**src/rtl/spi_fcg_pkg.sv**
```systemverilog
package spi_fcg_pkg;
  // Per-profile option bits, gathered once the profile has been chosen
  typedef struct packed {
    logic acc_rst;
    logic x2;
    logic launch_rise;
    logic sample_rise;
    logic async_in;
  } prof_flags_t;
endpackage

```
**src/rtl/fcg_prof_mux.sv**
```systemverilog
module fcg_prof_mux
  import spi_fcg_pkg::*;
#(
  parameter int NPROF  = 4,
  parameter int FREQ_W = 16,
  localparam int SelW  = (NPROF > 1) ? $clog2(NPROF) : 1
) (
  input  logic [SelW-1:0]         sel_i,
  input  logic [NPROF*FREQ_W-1:0] freq_i,
  input  logic [NPROF-1:0]        accrst_i,
  input  logic [NPROF-1:0]        x2_i,
  input  logic [NPROF-1:0]        launch_rise_i,
  input  logic [NPROF-1:0]        sample_rise_i,
  input  logic [NPROF-1:0]        async_i,
  output logic [FREQ_W-1:0]       freq_o,
  output prof_flags_t             flags_o
);
  logic [FREQ_W-1:0] freq_arr  [NPROF];
  prof_flags_t       flags_arr [NPROF];

  for (genvar p = 0; p < NPROF; p++) begin : g_prof
    assign freq_arr[p]  = freq_i[p*FREQ_W +: FREQ_W];
    assign flags_arr[p] = '{acc_rst:     accrst_i[p],
                            x2:          x2_i[p],
                            launch_rise: launch_rise_i[p],
                            sample_rise: sample_rise_i[p],
                            async_in:    async_i[p]};
  end

  always_comb begin
    freq_o  = '0;
    flags_o = '0;
    for (int p = 0; p < NPROF; p++) begin
      if (sel_i == SelW'(p)) begin
        freq_o  = freq_arr[p];
        flags_o = flags_arr[p];
      end
    end
  end
endmodule

```
**src/rtl/fcg_phase_acc.sv**
```systemverilog
module fcg_phase_acc #(
  parameter int FREQ_W = 16,
  parameter int ACC_W  = 11
) (
  input  logic              clk_i,
  input  logic              rst_ni,
  input  logic              en_i,
  input  logic              start_i,
  input  logic              acc_rst_i,
  input  logic              x2_i,
  input  logic [FREQ_W-1:0] freq_i,
  output logic              wrap_o
);
  localparam logic [FREQ_W:0] FullWide = (FREQ_W+1)'(1) << ACC_W;
  localparam logic [ACC_W:0]  FullInc  = (ACC_W+1)'(1) << ACC_W;

  logic [ACC_W-1:0] acc_q, acc_d, base;
  logic [FREQ_W:0]  scaled;
  logic [ACC_W:0]   inc, sum;

  always_comb begin
    scaled = x2_i ? {freq_i, 1'b0} : {1'b0, freq_i};
    inc    = (scaled >= FullWide) ? FullInc : scaled[ACC_W:0];
    base   = (start_i && acc_rst_i) ? '0 : acc_q;
    sum    = {1'b0, base} + inc;
    wrap_o = en_i & sum[ACC_W];
    acc_d  = sum[ACC_W-1:0];
  end

  always_ff @(posedge clk_i or negedge rst_ni) begin
    if (!rst_ni) begin
      acc_q <= '0;
    end else if (en_i) begin
      acc_q <= acc_d;
    end
  end
endmodule

```
**src/rtl/fcg_edge_gen.sv**
```systemverilog
module fcg_edge_gen (
  input  logic clk_i,
  input  logic rst_ni,
  input  logic en_i,
  input  logic wrap_i,
  input  logic cpol_i,
  input  logic launch_rise_i,
  input  logic sample_rise_i,
  input  logic async_in_i,
  output logic sclk_o,
  output logic launch_o,
  output logic sample_o,
  output logic async_sel_o
);
  logic phase_q, phase_d;
  logic launch_q, launch_d;
  logic sample_q, sample_d;
  logic async_q, async_d;
  logic lvl_next;

  always_comb begin
    lvl_next = cpol_i ^ ~phase_q;
    phase_d  = en_i ? (phase_q ^ wrap_i) : 1'b0;
    launch_d = wrap_i & (lvl_next == launch_rise_i);
    sample_d = wrap_i & (lvl_next == sample_rise_i);
    async_d  = en_i & async_in_i;
  end

  always_ff @(posedge clk_i or negedge rst_ni) begin
    if (!rst_ni) begin
      phase_q  <= 1'b0;
      launch_q <= 1'b0;
      sample_q <= 1'b0;
      async_q  <= 1'b0;
    end else begin
      phase_q  <= phase_d;
      launch_q <= launch_d;
      sample_q <= sample_d;
      async_q  <= async_d;
    end
  end

  assign sclk_o      = cpol_i ^ phase_q;
  assign launch_o    = launch_q;
  assign sample_o    = sample_q;
  assign async_sel_o = async_q;
endmodule

```
**src/rtl/spi_frac_clkgen.sv**
```systemverilog
module spi_frac_clkgen
  import spi_fcg_pkg::*;
#(
  parameter int NPROF  = 4,
  parameter int FREQ_W = 16,
  parameter int ACC_W  = 11,
  localparam int SelW  = (NPROF > 1) ? $clog2(NPROF) : 1
) (
  input  logic                    clk_i,
  input  logic                    rst_ni,
  input  logic                    xfer_run_i,
  input  logic                    any_tgt_i,
  input  logic                    gate_idle_i,
  input  logic                    cpol_i,
  input  logic [SelW-1:0]         prof_sel_i,
  input  logic [NPROF*FREQ_W-1:0] prof_freq_i,
  input  logic [NPROF-1:0]        prof_accrst_i,
  input  logic [NPROF-1:0]        prof_x2_i,
  input  logic [NPROF-1:0]        prof_launch_rise_i,
  input  logic [NPROF-1:0]        prof_sample_rise_i,
  input  logic [NPROF-1:0]        prof_async_i,
  output logic                    sclk_o,
  output logic                    launch_o,
  output logic                    sample_o,
  output logic                    async_sel_o
);
  logic [FREQ_W-1:0] freq_sel;
  prof_flags_t       flags_sel;
  logic              en, run_q, start, wrap;

  assign en    = xfer_run_i & (~gate_idle_i | any_tgt_i);
  assign start = en & ~run_q;

  always_ff @(posedge clk_i or negedge rst_ni) begin
    if (!rst_ni) run_q <= 1'b0;
    else         run_q <= en;
  end

  fcg_prof_mux #(.NPROF(NPROF), .FREQ_W(FREQ_W)) u_mux (
    .sel_i         (prof_sel_i),
    .freq_i        (prof_freq_i),
    .accrst_i      (prof_accrst_i),
    .x2_i          (prof_x2_i),
    .launch_rise_i (prof_launch_rise_i),
    .sample_rise_i (prof_sample_rise_i),
    .async_i       (prof_async_i),
    .freq_o        (freq_sel),
    .flags_o       (flags_sel)
  );

  fcg_phase_acc #(.FREQ_W(FREQ_W), .ACC_W(ACC_W)) u_acc (
    .clk_i     (clk_i),
    .rst_ni    (rst_ni),
    .en_i      (en),
    .start_i   (start),
    .acc_rst_i (flags_sel.acc_rst),
    .x2_i      (flags_sel.x2),
    .freq_i    (freq_sel),
    .wrap_o    (wrap)
  );

  fcg_edge_gen u_edge (
    .clk_i         (clk_i),
    .rst_ni        (rst_ni),
    .en_i          (en),
    .wrap_i        (wrap),
    .cpol_i        (cpol_i),
    .launch_rise_i (flags_sel.launch_rise),
    .sample_rise_i (flags_sel.sample_rise),
    .async_in_i    (flags_sel.async_in),
    .sclk_o        (sclk_o),
    .launch_o      (launch_o),
    .sample_o      (sample_o),
    .async_sel_o   (async_sel_o)
  );
endmodule

```
**config.mk**
```make
export PLATFORM = sky130hd
export DESIGN_NAME = spi_frac_clkgen
export DESIGN_NICKNAME = d
export VERILOG_FILES = /design/src/rtl/spi_fcg_pkg.sv /design/src/rtl/fcg_prof_mux.sv /design/src/rtl/fcg_phase_acc.sv /design/src/rtl/fcg_edge_gen.sv /design/src/rtl/spi_frac_clkgen.sv
export SDC_FILE = /design/constraint.sdc
export NUM_CORES = 1
export LEC_CHECK = 0
export BUFFER_PORTS_ARGS = -buffer_cell sky130_fd_sc_hd__buf_2
export CORE_MARGIN = 10
export CORE_UTILIZATION = 41
export CTS_CLUSTER_DIAMETER = 100
export DETAILED_ROUTE_END_ITERATION = 7
export PLACE_DENSITY = 0.86
export SYNTH_ARGS = -nofsm -noshare
export SYNTH_HDL_FRONTEND = slang
export SYNTH_SLANG_ARGS = --single-unit
```
**constraint.sdc**
```tcl
create_clock -name clk_i -period 2.7 [get_ports clk_i]
set_input_delay 0.135 -clock clk_i [delete_from_list [all_inputs] [get_ports clk_i]]
set_output_delay 0.135 -clock clk_i [all_outputs]
set_load 0.005 [all_outputs]
```
==> results.md, run 1 <==
- Run status: finished, final reports clean
- Worst reg2reg path endpoint: u_acc.acc_q[10]
- Highest-delay cell along the critical path: sky130_fd_sc_hd__a2111o_1
- Final instance area: around 2700 um^2
- Count of cell types in the netlist: 43
- Drt first pass iters: 7
- CP peak stage delay: 0.38 ns
- Number of buffers inserted by port buffering: 95
- Worst setup startpoint: run_q
- Crit path to: u_acc.acc_q[10]
- Fin crit share: 96.0%
- Placed cell area: between 2000 and 3000 um^2
- Most repeated library cell on the critical path: sky130_fd_sc_hd__a2111o_1
- Number of top-level pins: 96
- Number of antenna violations at the first check in global routing: 0
- Wire length of the first global-routing pass: 9490 um
- Area of the core: between 4000 and 5000 um^2
- Top area cells in the synthesized netlist: sky130_fd_sc_hd__dfrtp_1, sky130_fd_sc_hd__mux4_2, sky130_fd_sc_hd__ha_1, sky130_fd_sc_hd__mux2i_1, sky130_fd_sc_hd__nand2_1
- Post-CTS clock slew at the launch and capture registers of the worst setup and hold paths: 0.07 ns
- Final wirelength: 5860 um
- Share of cells above drive strength 1: between 50% and 60%
- Synthesized netlist cell count: 182
- Number of buffers added by the clock tree synthesis step: 3
- Top FF cell, synth: sky130_fd_sc_hd__dfrtp_1
- Largest net degree at the start of global routing: 26
- Sequential-to-total area share from yosys stat: around 22%
- Register bit total from synthesis: 16
- Initial core utilization: 41.8%
- Count of cells along the worst register-to-register path: 10
- Startpoint-to-endpoint class of the critical path: reg -> reg
- Remaining design rule violation count: 0
- Via count of the first global-routing pass: 2236
- All-layer global routing usage: 15.6%
- Post-synthesis instance area: 1800 um^2
- Final Max Tran Viols: 0
- Top fanout value on the critical path: 4
- Number of nets in the synthesized netlist: 286
- Final worst-path setup slack: 0.107 ns
- MaxCap Viol Count: 0
- Startpoint of the most critical register-to-register path: run_q
- Worst IR drop on VDD: 0.187 mV
- Clock Latency Late Sink: around 0.26 ns
- Layout net count: ~420
- Pleak: 1.41 nW
- Clock tree from TritonCTS: done
- Register-to-register setup slack: 0.11 ns
- Startpoint Class: flip-flop
- Post-Route Hold Slack: 0.326 ns
- Count of placed standard cells including taps: roughly 360
- Clock buffer depth: 2
- Worst setup timing slack at the placement stage: -0.285 ns
- Die area: between 7000 and 8000 um^2
- Final number of setup-violating endpoints: 0
- Clock tree root buffer cell: sky130_fd_sc_hd__clkbuf_8
- Maximum clock frequency: approximately 390 MHz
- GP Congestion: 0.828
- Async S/R FF share, synth: between 90% and 100%
- Endpoint required time on the critical path: 2.84 ns
- Final standard cell count with taps included and fillers excluded: 365
- Count of vias placed by the detailed router: ~1900
- Ordered list of cells on the worst path: a2111o_1 -> and2_4 -> ha_2 -> fa_2 -> a21oi_2 -> o211ai_1 -> a2111o_1 -> a31oi_1 -> xor2_1 -> o21ai_1
- Overall overflow remaining after global route: 0
- Overall power consumption: 1.31 mW
- Layout overhead on the synthesized area: 50.6%
- Setup clock skew after layout: 0.00324 ns
- Yosys warning total: 0
- Ant diodes: 0
- Routed via count divided by cell count: ~5.2
- Remaining number of nets flagged by the antenna check after routing: 0
- Routed len/inst: between 15 and 20 um
- Sum Neg Setup Slack: 0 ns
- CTS HTree Levels: 1
- Transition time at the pin with the least slew margin: about 0.39 ns
- Vertical extent of the die: about 86 um
- Number of failing hold endpoints at the final stage: 0
- Number of enable flip-flop cells after synthesis: 0
- Final worst path period need: 2.59 ns
- Critical Path Sink Type: flip-flop
- Worst slew margin: 74.3%
- Share of the synthesized area in the top cell type: 22.3%
- Library cell occupying the most area in the post-synthesis netlist: sky130_fd_sc_hd__dfrtp_1
- Class of the tightest hold or removal check: in -> reg
- Width of the die: 86.2 um
- Final core area utilization: 63.0%
- Power per cell area: 483 nW/um^2
- Iteration-0 DRC Markers: 61
- Avg Synthesized Cell Area: 9.87 um^2
- Worst Path Arrival: 2.74 ns
- Count of standard-cell rows: 24
- Clock sink count: 16
- Unrepaired setup endpoints after global routing: no
- Placed wire-length estimate: 4940 um
## what timing repair did
action / CTS / global route
buffers inserted: 0 / 4
endpoints found under the setup margin: 0 / 6
hold buffers: 1 / 0
endpoints found under the hold margin: 16 / 0
gates resized for setup: 0 / 13
## registers in the layout (all words and copies together) (netlist names)
register / cells
run_q: 1
u_acc.acc_q: 11
u_edge.async_sel_o: 1
u_edge.launch_o: 1
u_edge.phase_q: 1
u_edge.sample_o: 1
## worst max-delay path, delay by kind of cell (launching register included)
family,cells,cell delay [ns]
adder cells (fa/ha/maj),2,0.54
XOR/XNOR,1,0.16
flip-flops,1,0.36
AND/OR/NAND/NOR,1,0.18
AO/OA/AOI/OAI,6,1.24
## worst min path at each step
stage                       from               to  slack, ns  cells after the start
final                     cpol_i  u_edge.launch_o       0.33                      4
after global placement    rst_ni  u_edge.launch_o       0.07                      1
after CTS                 cpol_i  u_edge.sample_o       0.32                      4
after global routing      rst_ni   u_acc.acc_q[6]       0.36                      2
after floorplan           rst_ni            run_q      -0.16                      0
after detailed placement  rst_ni  u_edge.launch_o       0.08                      1
## cells by family after synthesis
kind of cell	Yosys count	synth area share, %
simple gates	66	18.0
compound gates	38	14.6
mux	26	25.4
flops	16	22.3
xor+xnor	12	7.04
buf+inv	12	3.83
fa+ha+maj	12	8.78
## power breakdown
part | leakage [nW] | internal (mW) | switching [mW] | total, mW
registers | 0.208 | 0.316 | 0.0375 | 0.354
clock network | 0.0288 | 0.130 | 0.0952 | 0.225
logic | 1.17 | 0.400 | 0.328 | 0.728
total | 1.41 | 0.846 | 0.461 | 1.31
## routing by layer
layer | routed length, um | global-route usage (%) | vias up
met5 | 0 | 0 | -
met4 | 126 | 5.89 | 0
met3 | 460 | 5.53 | 11
met2 | 3190 | 30.1 | 71
met1 | 2080 | 14.5 | 883
li1 | - | - | 936
## area by class of cell
class / count / area (um^2)
fill: 336 / 1590
inverter: 3 / 11.3
tap: 52 / 65.1
timing repair buffer: 136 / 805
sequential: 16 / 400
multi-input combinational: 154 / 1370
clock buffer: 4 / 55.1
## synthesized netlist by cell type, drive strengths merged (3+ instances only)
cell type,n
a21o,3
and2,12
mux4,15
nand2,24
nor3,4
dfrtp,16
xnor2,3
xor2,8
inv,3
o21ai,14
mux2i,11
buf,5
clkbuf,4
nor4,3
ha,11
a21oi,6
nor2,17
## placed cells by master (no fill, tap or decap), types with 3 or more instances in the layout
master	instances
sky130_fd_sc_hd__clkbuf_8	4
sky130_fd_sc_hd__inv_1	3
sky130_fd_sc_hd__mux2i_1	11
sky130_fd_sc_hd__and2_1	11
sky130_fd_sc_hd__xor2_1	8
sky130_fd_sc_hd__a21o_1	3
sky130_fd_sc_hd__o21ai_1	3
sky130_fd_sc_hd__nor4_1	3
sky130_fd_sc_hd__ha_1	8
sky130_fd_sc_hd__mux4_2	14
sky130_fd_sc_hd__o21ai_0	9
sky130_fd_sc_hd__a21oi_1	5
sky130_fd_sc_hd__nand2_1	23
sky130_fd_sc_hd__buf_4	39
sky130_fd_sc_hd__nor3_1	4
sky130_fd_sc_hd__buf_2	94
sky130_fd_sc_hd__dfrtp_1	16
sky130_fd_sc_hd__ha_2	3
sky130_fd_sc_hd__nor2_1	16
Power figures use the tool's default switching activity.
==> run 2, diff against run 1 <==
--- a/config.mk
+++ b/config.mk
@@ -7,10 +7,11 @@
 export LEC_CHECK = 0
 export BUFFER_PORTS_ARGS = -buffer_cell sky130_fd_sc_hd__buf_2
 export CORE_MARGIN = 10
-export CORE_UTILIZATION = 41
+export CORE_UTILIZATION = 42
 export CTS_CLUSTER_DIAMETER = 100
 export DETAILED_ROUTE_END_ITERATION = 7
 export PLACE_DENSITY = 0.86
 export SYNTH_ARGS = -nofsm -noshare
 export SYNTH_HDL_FRONTEND = slang
+export SYNTH_HIERARCHICAL = 1
 export SYNTH_SLANG_ARGS = --single-unit
==> run 2 against run 1 <==
The flow now finishes with violations (setup timing); final area up 17%; first-iteration DRC count rose to 5.8 times the previous value; clock power up 2%; die area up 4.5%; clock skew up 0.0090 ns; non-clock buffer count up 15; critical path depth up 6; critical path type is now in -> reg; critical endpoint is now u_edge/phase_q; highest routed layer unchanged.
==> results.md, run 2 <==
- Via count of the first global-routing pass: 2751 (+23%)
- GP Congestion: 0.887 (+7.1%)
- Register bit total from synthesis: 16 (unchanged)
- Startpoint-to-endpoint class of the critical path: in -> reg
- Layout overhead on the synthesized area: 62.2%
- Number of buffers and inverters on the critical path: 4 (+4)
- Die area: 7760 um^2 (+4.5%)
- Worst slew margin: 72.6% (-1.7 points)
- Number of buffers inserted by port buffering: 95 (unchanged)
- Share of cells above drive strength 1: 66.6% (+13 points)
- Top post-synthesis cells by count: sky130_fd_sc_hd__mux4_2, sky130_fd_sc_hd__dfrtp_1, sky130_fd_sc_hd__mux2i_1
- Largest net degree at the start of global routing: 17 (-35%)
- Maximum clock frequency: 317 MHz (-18%)
- Max FFs per register: 11 (unchanged)
- Transition time at the pin with the least slew margin: 0.405 ns (+0.0201 ns)
- Pleak: 1.53 nW (+8.7%)
- Power per cell area: 408 nW/um^2 (-16%)
- Remaining design rule violation count: 0 (unchanged)
- Part of the power in registers: 25.5% (-1.6 points)
- Register with the most flip-flops: u_acc/acc_q
- All-layer global routing usage: 24.3% (+8.8 points)
- Count of cell types in the netlist: 47 (+9.3%)
- Count of placed standard cells including taps: 367 (+3.1%)
- Number of buffers added by the clock tree synthesis step: 3 (unchanged)
- Clock sink count: 16 (unchanged)
- Sequential-to-total area share from yosys stat: 20.6% (-1.7 points)
- CTS HTree Levels: 1 (unchanged)
- Post-synthesis instance area: 1950 um^2 (+8.5%)
- Wire length of the first global-routing pass: 14500 um (+53%)
- Top fanout value on the critical path: 8 (+4)
- Final core area utilization: 71.6% (+8.6 points)
- Count of standard-cell rows: 24 (unchanged)
- Vertical extent of the die: 88.1 um (+2.2%)
- Violations in the final reports: setup timing
- Endpoint required time on the critical path: 2.89 ns (+0.05 ns)
- Placed cell area: 2880 um^2 (+12%)
- Most common cell after layout, fill and taps aside: sky130_fd_sc_hd__buf_2
- Overall power consumption: 1.29 mW (-1.4%)
- Top area cells in the synthesized netlist: sky130_fd_sc_hd__mux4_2, sky130_fd_sc_hd__dfrtp_1, sky130_fd_sc_hd__mux2i_1, sky130_fd_sc_hd__ha_1, sky130_fd_sc_hd__and2_1
- Area of the core: 4410 um^2 (+2.8%)
- Async S/R FF share, synth: 100% (unchanged)
- Final worst-path setup slack: -0.450 ns (-0.557 ns)
- Final worst path period need: 3.15 ns (+0.557 ns)
- Number of enable flip-flop cells after synthesis: 0 (unchanged)
- Count of vias placed by the detailed router: 2423 (+27%)
- Clock buffer depth: 2 (unchanged)
- MaxCap Viol Count: 0 (unchanged)
- Commonest non-fill, non-tap cells in the layout: sky130_fd_sc_hd__buf_2, sky130_fd_sc_hd__buf_4, sky130_fd_sc_hd__mux4_2
- Clock tree from TritonCTS: done
- Initial core utilization: 44.1% (+2.3 points)
- Worst IR drop on VDD: 0.204 mV (+8.7%)
- Setup clock skew after layout: 0.0123 ns (+0.00902 ns)
- Critical Path Sink Type: flip-flop
- Library cell occupying the most area in the post-synthesis netlist: sky130_fd_sc_hd__mux4_2
- Switching power as a share of total power: 37.0% (+1.7 points)
- CP peak stage delay: 0.54 ns (+0.16 ns)
- Number of top-level pins: 96 (unchanged)
- Final standard cell count with taps included and fillers excluded: 382 (+4.7%)
- Number of antenna violations at the first check in global routing: 0 (unchanged)
- Class of the tightest hold or removal check: in -> reg
- Final wirelength: 9570 um (+63%)
- Share of the synthesized area in the top cell type: 23.1% (+0.82 points)
- Net switching power of the design: 0.476 mW (+3.3%)
- Internal power: 0.812 mW (-4.0%)
- Final number of setup-violating endpoints: 11 (+11)
- Number of failing hold endpoints at the final stage: 0 (unchanged)
- Highest-delay cell along the critical path: sky130_fd_sc_hd__mux4_2
- Top FF cell, synth: sky130_fd_sc_hd__dfrtp_1
- Number of nets in the synthesized netlist: 287 (+0.35%)
- Post-CTS clock slew at the launch and capture registers of the worst setup and hold paths: 0.07 ns (about the same)
- Combinational fraction of design power: 56.7% (+1.0 points)
- Ordered list of cells on the worst path: buf_12 -> buf_4 -> mux4_2 -> a21oi_1 -> nand2_2 -> buf_8 -> nor2_2 -> ha_4 -> o21ai_2 -> o21bai_2 -> a21oi_2 -> o221ai_2 -> mux2i_2 -> buf_4 -> xor2_2 -> and2_1
- Most repeated library cell on the critical path: sky130_fd_sc_hd__buf_4
- Remaining number of nets flagged by the antenna check after routing: 0 (unchanged)
- Run status: finished, violations left
- Clock network power share: 17.9% (+0.7 points)
- Most frequent cell after synthesis: sky130_fd_sc_hd__mux4_2
- Category of cells accounting for the largest share of critical-path delay: compound AO/OA/AOI/OAI gates
- Fin crit share: 117% (+21 points)
- Startpoint Class: input pin
- Final instance area: 3160 um^2 (+17%)
- Yosys warning total: 6 (+6)
- Drt first pass iters: 5 (-2)
- Final Max Tran Viols: 0 (unchanged)
- Routed len/inst: 25.1 um (+56%)
- Synthesized netlist cell count: 183 (+0.55%)
- Iteration-0 DRC Markers: 351 (+480%)
- Unrepaired setup endpoints after global routing: yes
- Width of the die: 88.1 um (+2.2%)
- Worst Path Arrival: 3.34 ns (+0.60 ns)
- Avg Synthesized Cell Area: 10.6 um^2 (+7.9%)
- Placed wire-length estimate: 6420 um (+30%)
- Clock tree root buffer cell: sky130_fd_sc_hd__clkbuf_8
- Layout net count: 434 (+3.8%)
- Overall overflow remaining after global route: 0 (unchanged)
- Routed via count divided by cell count: 6.34 (+22%)
- Clock Latency Late Sink: 0.26 ns (about the same)
[run 2: cell types whose count changed after synthesis, moves of 3 or more]
cell                      delta
sky130_fd_sc_hd__inv_1       +7
sky130_fd_sc_hd__nand3_1     +3
sky130_fd_sc_hd__mux4_2      +7
sky130_fd_sc_hd__mux2i_1     +5
sky130_fd_sc_hd__o21ai_0     -5
sky130_fd_sc_hd__mux2_2      +4
sky130_fd_sc_hd__xor2_1      -7
sky130_fd_sc_hd__o21ai_1     -3
sky130_fd_sc_hd__nand2_1    -12
[run 2: power groups by stage]
| stage | Clock [mW] | Sequential, mW | Combinational [mW] |
|---|---|---|---|
| final | 0.230 | 0.328 | 0.730 |
| after global routing | 0.234 | 0.336 | 0.769 |
| after CTS | 0.224 | 0.323 | 0.641 |
| after detailed placement | 0 | 0.327 | 0.619 |
| after global placement | 0 | 0.325 | 0.584 |
| after floorplan | 0 | 0.316 | 0.381 |
[run 2: cell type report]
class	count	area, um^2
Antenna cell	1	2.50
Clock buffer	4	55.1
Fill cell	253	1250
Inverter	10	37.5
Multi-Input combinational cell	148	1660
Sequential cell	16	400
Tap cell	52	65.1
Timing Repair Buffer	151	940
[run 2: stage by stage]
step | hold slack [ns] | worst slack (ns) | TNS [ns]
2_1_floorplan | -0.161 | -0.220 | -0.667
3_3_place_gp | 0.0712 | -0.407 | -3.35
3_5_place_dp | 0.0772 | -0.596 | -5.64
4_1_cts | 0.254 | -0.216 | -1.53
5_1_grt | 0.289 | -0.467 | -4.05
6_report | 0.263 | -0.450 | -3.13
[run 2: repair_timing]
item / 4_1_cts / 5_1_grt
endpoints found under the hold margin: 16 / 0
hold buffers: 1 / 0
pin swaps: 11 / 12
setup buffers: 7 / 2
endpoints found under the setup margin: 11 / 12
resized for setup: 13 / 21
[run 2: worst min-delay path: stages]
cell                      delay (ns)
sky130_fd_sc_hd__buf_2          0.10
sky130_fd_sc_hd__xnor2_2        0.16
sky130_fd_sc_hd__mux2i_1        0.08
[run 2: logic make-up (layout without fill, tap and decap cells)]
family	count (synthesis)	count (layout)	synth area share, %
AND/OR/NAND/NOR	53	53	13.7
buffers and inverters	19	165	4.75
flip-flops	16	16	20.6
other	0	1	0
AO/OA/AOI/OAI	35	35	14.0
XOR/XNOR	6	6	3.08
adder cells (fa/ha/maj)	12	12	8.09
multiplexers	42	42	35.8
[run 2: worst paths after layout]
check / startpoint / to / slack [ns] / cells after the start
setup / recovery: prof_sel_i[0] / u_edge/phase_q / -0.45 / 16
hold / removal: cpol_i / u_edge/launch_o / 0.26 / 3
max in group asynchronous: rst_ni / u_edge/sample_o / 2.08 / 2
min in group asynchronous: rst_ni / u_acc/acc_q[3] / 0.32 / 2
hold reg to reg: u_acc/acc_q[4] / u_acc/acc_q[4] / 0.50 / 1
setup reg to reg: run_q / u_edge/phase_q / -0.14 / 13
[run 2: routing by layer]
metal	routed length, um	global-route usage [%]	share of wire, %
met5	0	0	0
met4	639	16.3	6.7
met3	950	7.89	9.9
met2	4830	42.7	50
met1	3150	24.1	33
==> run 3, diff against run 2 <==
--- a/config.mk
+++ b/config.mk
@@ -15,3 +15,4 @@
 export SYNTH_HDL_FRONTEND = slang
 export SYNTH_HIERARCHICAL = 1
 export SYNTH_SLANG_ARGS = --single-unit
+export TNS_END_PERCENT = 1
==> constraint.sdc (replaced) <==
create_clock -name clk_i -period 2.7 [get_ports clk_i]
set_input_delay 0.54 -clock clk_i [delete_from_list [all_inputs] [get_ports clk_i]]
set_output_delay 0.54 -clock clk_i [all_outputs]
set_load 0.005 [all_outputs]
==> run 3 against run 2 <==
Cell count is 0.52% lower; non-clock buffer count is 2 lower; via count is 1.5% higher; worst hold slack worse by 0.077 ns; critical path depth stayed put; combinational power is 1% lower; largest power group unchanged; utilization is 0.37 points lower; clock-buffer cell count stayed put; die area stayed put; the run still ends with setup timing left; sequential power hardly changed.
==> results.md, run 3 (synthesis results as in run 2) <==
- Sum Neg Setup Slack: -7.45 ns (-4.32 ns)
- Clock tree root buffer cell: sky130_fd_sc_hd__clkbuf_8
- Remaining number of nets flagged by the antenna check after routing: 0 (unchanged)
- Count of placed standard cells including taps: 363 (-1.1%)
- GP Congestion: 0.908 (+2.3%)
- Final core area utilization: 71.2% (-0.37 points)
- Unrepaired setup endpoints after global routing: yes
- Vertical extent of the die: 88.1 um (unchanged)
- Number of failing hold endpoints at the final stage: 0 (unchanged)
- Iteration-0 DRC Markers: 365 (+4.0%)
- Area of the core: 4410 um^2 (unchanged)
- Run status: finished, violations left
- Placed cell area: 2860 um^2 (-0.70%)
- Number of top-level pins: 96 (unchanged)
- Width of the die: 88.1 um (unchanged)
- Share of cells above drive strength 1: 66.1% (-0.51 points)
- Wire length of the first global-routing pass: 14600 um (+0.38%)
- Layout overhead on the synthesized area: 61.3%
- Routed via count divided by cell count: 6.47 (+2.1%)
- Most common cell after layout, fill and taps aside: sky130_fd_sc_hd__buf_2
- Remaining design rule violation count: 0 (unchanged)
- CTS HTree Levels: 1 (unchanged)
- Top fanout value on the critical path: 5 (-3)
- Worst Path Arrival: 3.70 ns (+0.36 ns)
- Startpoint Class: input pin
- Final worst-path setup slack: -0.794 ns (-0.344 ns)
- Via count of the first global-routing pass: 2697 (-2.0%)
- Clock sink count: 16 (unchanged)
- Placed wire-length estimate: 6220 um (-3.1%)
- Endpoint required time on the critical path: 2.91 ns (+0.02 ns)
- Pleak: 1.52 nW (-1.1%)
- Class of the tightest hold or removal check: in -> async
- Clock Latency Late Sink: 0.27 ns (about the same)
- Final number of setup-violating endpoints: 13 (+2)
- Register with the most flip-flops: u_acc/acc_q
- Largest net degree at the start of global routing: 17 (unchanged)
- Die area: 7760 um^2 (unchanged)
- All-layer global routing usage: 24.9% (+0.52 points)
- Clock buffer depth: 2 (unchanged)
- Number of antenna violations at the first check in global routing: 2 (+2)
- Final Max Tran Viols: 0 (unchanged)
- Startpoint-to-endpoint class of the critical path: in -> reg
- Layout net count: 432 (-0.46%)
- Post-CTS clock slew at the launch and capture registers of the worst setup and hold paths: 0.07 ns (about the same)
- Power per cell area: 409 nW/um^2 (+0.18%)
- Number of buffers inserted by port buffering: 95 (unchanged)
- Violations in the final reports: setup timing
- Worst IR drop on VDD: 0.202 mV (-0.62%)
- Final wirelength: 10300 um (+7.8%)
- Worst slew margin: 74.2% (+1.6 points)
- Initial core utilization: 44.1% (unchanged)
- Final worst path period need: 3.49 ns (+0.344 ns)
- Overall overflow remaining after global route: 0 (unchanged)
- Final instance area: 3140 um^2 (-0.51%)
- Setup clock skew after layout: 0.00259 ns (-0.00967 ns)
- Routed len/inst: 27.1 um (+8.3%)
- Clock tree from TritonCTS: done
- Maximum clock frequency: 286 MHz (-9.8%)
- MaxCap Viol Count: 0 (unchanged)
- Transition time at the pin with the least slew margin: 0.376 ns (-0.0289 ns)
- Critical Path Sink Type: flip-flop
- Max FFs per register: 11 (unchanged)
- Drt first pass iters: 5 (unchanged)
- Fin crit share: 129% (+13 points)
- Count of standard-cell rows: 24 (unchanged)
- Final standard cell count with taps included and fillers excluded: 380 (-0.52%)
- Count of vias placed by the detailed router: 2460 (+1.5%)
- Number of buffers added by the clock tree synthesis step: 3 (unchanged)
- Commonest non-fill, non-tap cells in the layout: sky130_fd_sc_hd__buf_2, sky130_fd_sc_hd__buf_4, sky130_fd_sc_hd__mux4_2
==> run 3: worst max-delay path, cell delays in order <==
cell	delay, ns
sky130_fd_sc_hd__buf_8	0.09
sky130_fd_sc_hd__buf_6	0.10
sky130_fd_sc_hd__mux4_2	0.55
sky130_fd_sc_hd__nor4_4	0.36
sky130_fd_sc_hd__nand2_2	0.13
sky130_fd_sc_hd__buf_6	0.16
sky130_fd_sc_hd__nor2_2	0.16
sky130_fd_sc_hd__ha_2	0.33
sky130_fd_sc_hd__o211ai_1	0.25
sky130_fd_sc_hd__inv_1	0.11
sky130_fd_sc_hd__nand2_1	0.10
sky130_fd_sc_hd__o221ai_2	0.13
sky130_fd_sc_hd__mux2i_2	0.24
sky130_fd_sc_hd__buf_4	0.16
sky130_fd_sc_hd__xor2_1	0.16
sky130_fd_sc_hd__and2_1	0.14
==> run 3: final timing paths <==
path | start | end | slack, ns | depth (start not counted)
min in group clk_i | u_acc/acc_q[6] | u_acc/acc_q[6] | 0.50 | 1
min | rst_ni | u_acc/acc_q[0] | 0.19 | 1
max | prof_sel_i[0] | u_edge/phase_q | -0.79 | 16
max in group asynchronous | rst_ni | u_edge/launch_o | 2.23 | 1
min reg2reg | u_acc/acc_q[6] | u_acc/acc_q[6] | 0.50 | 1
max reg2reg | run_q | u_edge/phase_q | -0.09 | 13
==> run 3: area by class of cell <==
cell class	instances	area, um^2
clock buffers	4	55.1
repair buffers	149	931
inverters	10	37.5
fillers	241	1270
diodes	1	2.50
well taps	52	65.1
multi-input cells	148	1650
flip-flops and latches	16	400
==> run 3: layer usage <==
| metal | vias up | routed length (um) | global-route usage [%] |
|---|---|---|---|
| li1 | 989 | - | - |
| met4 | 2 | 754 | 18.3 |
| met5 | - | 13 | 0 |
| met2 | 253 | 5150 | 43.1 |
| met3 | 61 | 1120 | 7.15 |
| met1 | 1155 | 3270 | 24.8 |
==> run 3: power by group <==
part / switching (mW) / total (mW) / internal, mW
clock: 0.103 / 0.233 / 0.130
sequential: 0.0365 / 0.331 / 0.294
combinational: 0.342 / 0.721 / 0.379
==> run 3: what timing repair did <==
action | 4_1_cts | 5_1_grt
pin swaps | 16 | 11
cloned | 1 | 0
hold buffers | 0 | 0
endpoints found under the hold margin | 0 | 0
buffers inserted | 7 | 4
resized for setup | 21 | 9
endpoints found under the setup margin | 13 | 13
==> run 3: through the flow <==
stage | total power, mW | setup slack, ns | hold WS (ns)
2_1_floorplan | 0.696 | -0.625 | 0.244
3_3_place_gp | 0.897 | -0.754 | 0.456
3_5_place_dp | 0.933 | -1.02 | 0.467
4_1_cts | 1.21 | -0.560 | 0.204
5_1_grt | 1.33 | -0.847 | 0.205
6_report | 1.28 | -0.794 | 0.185
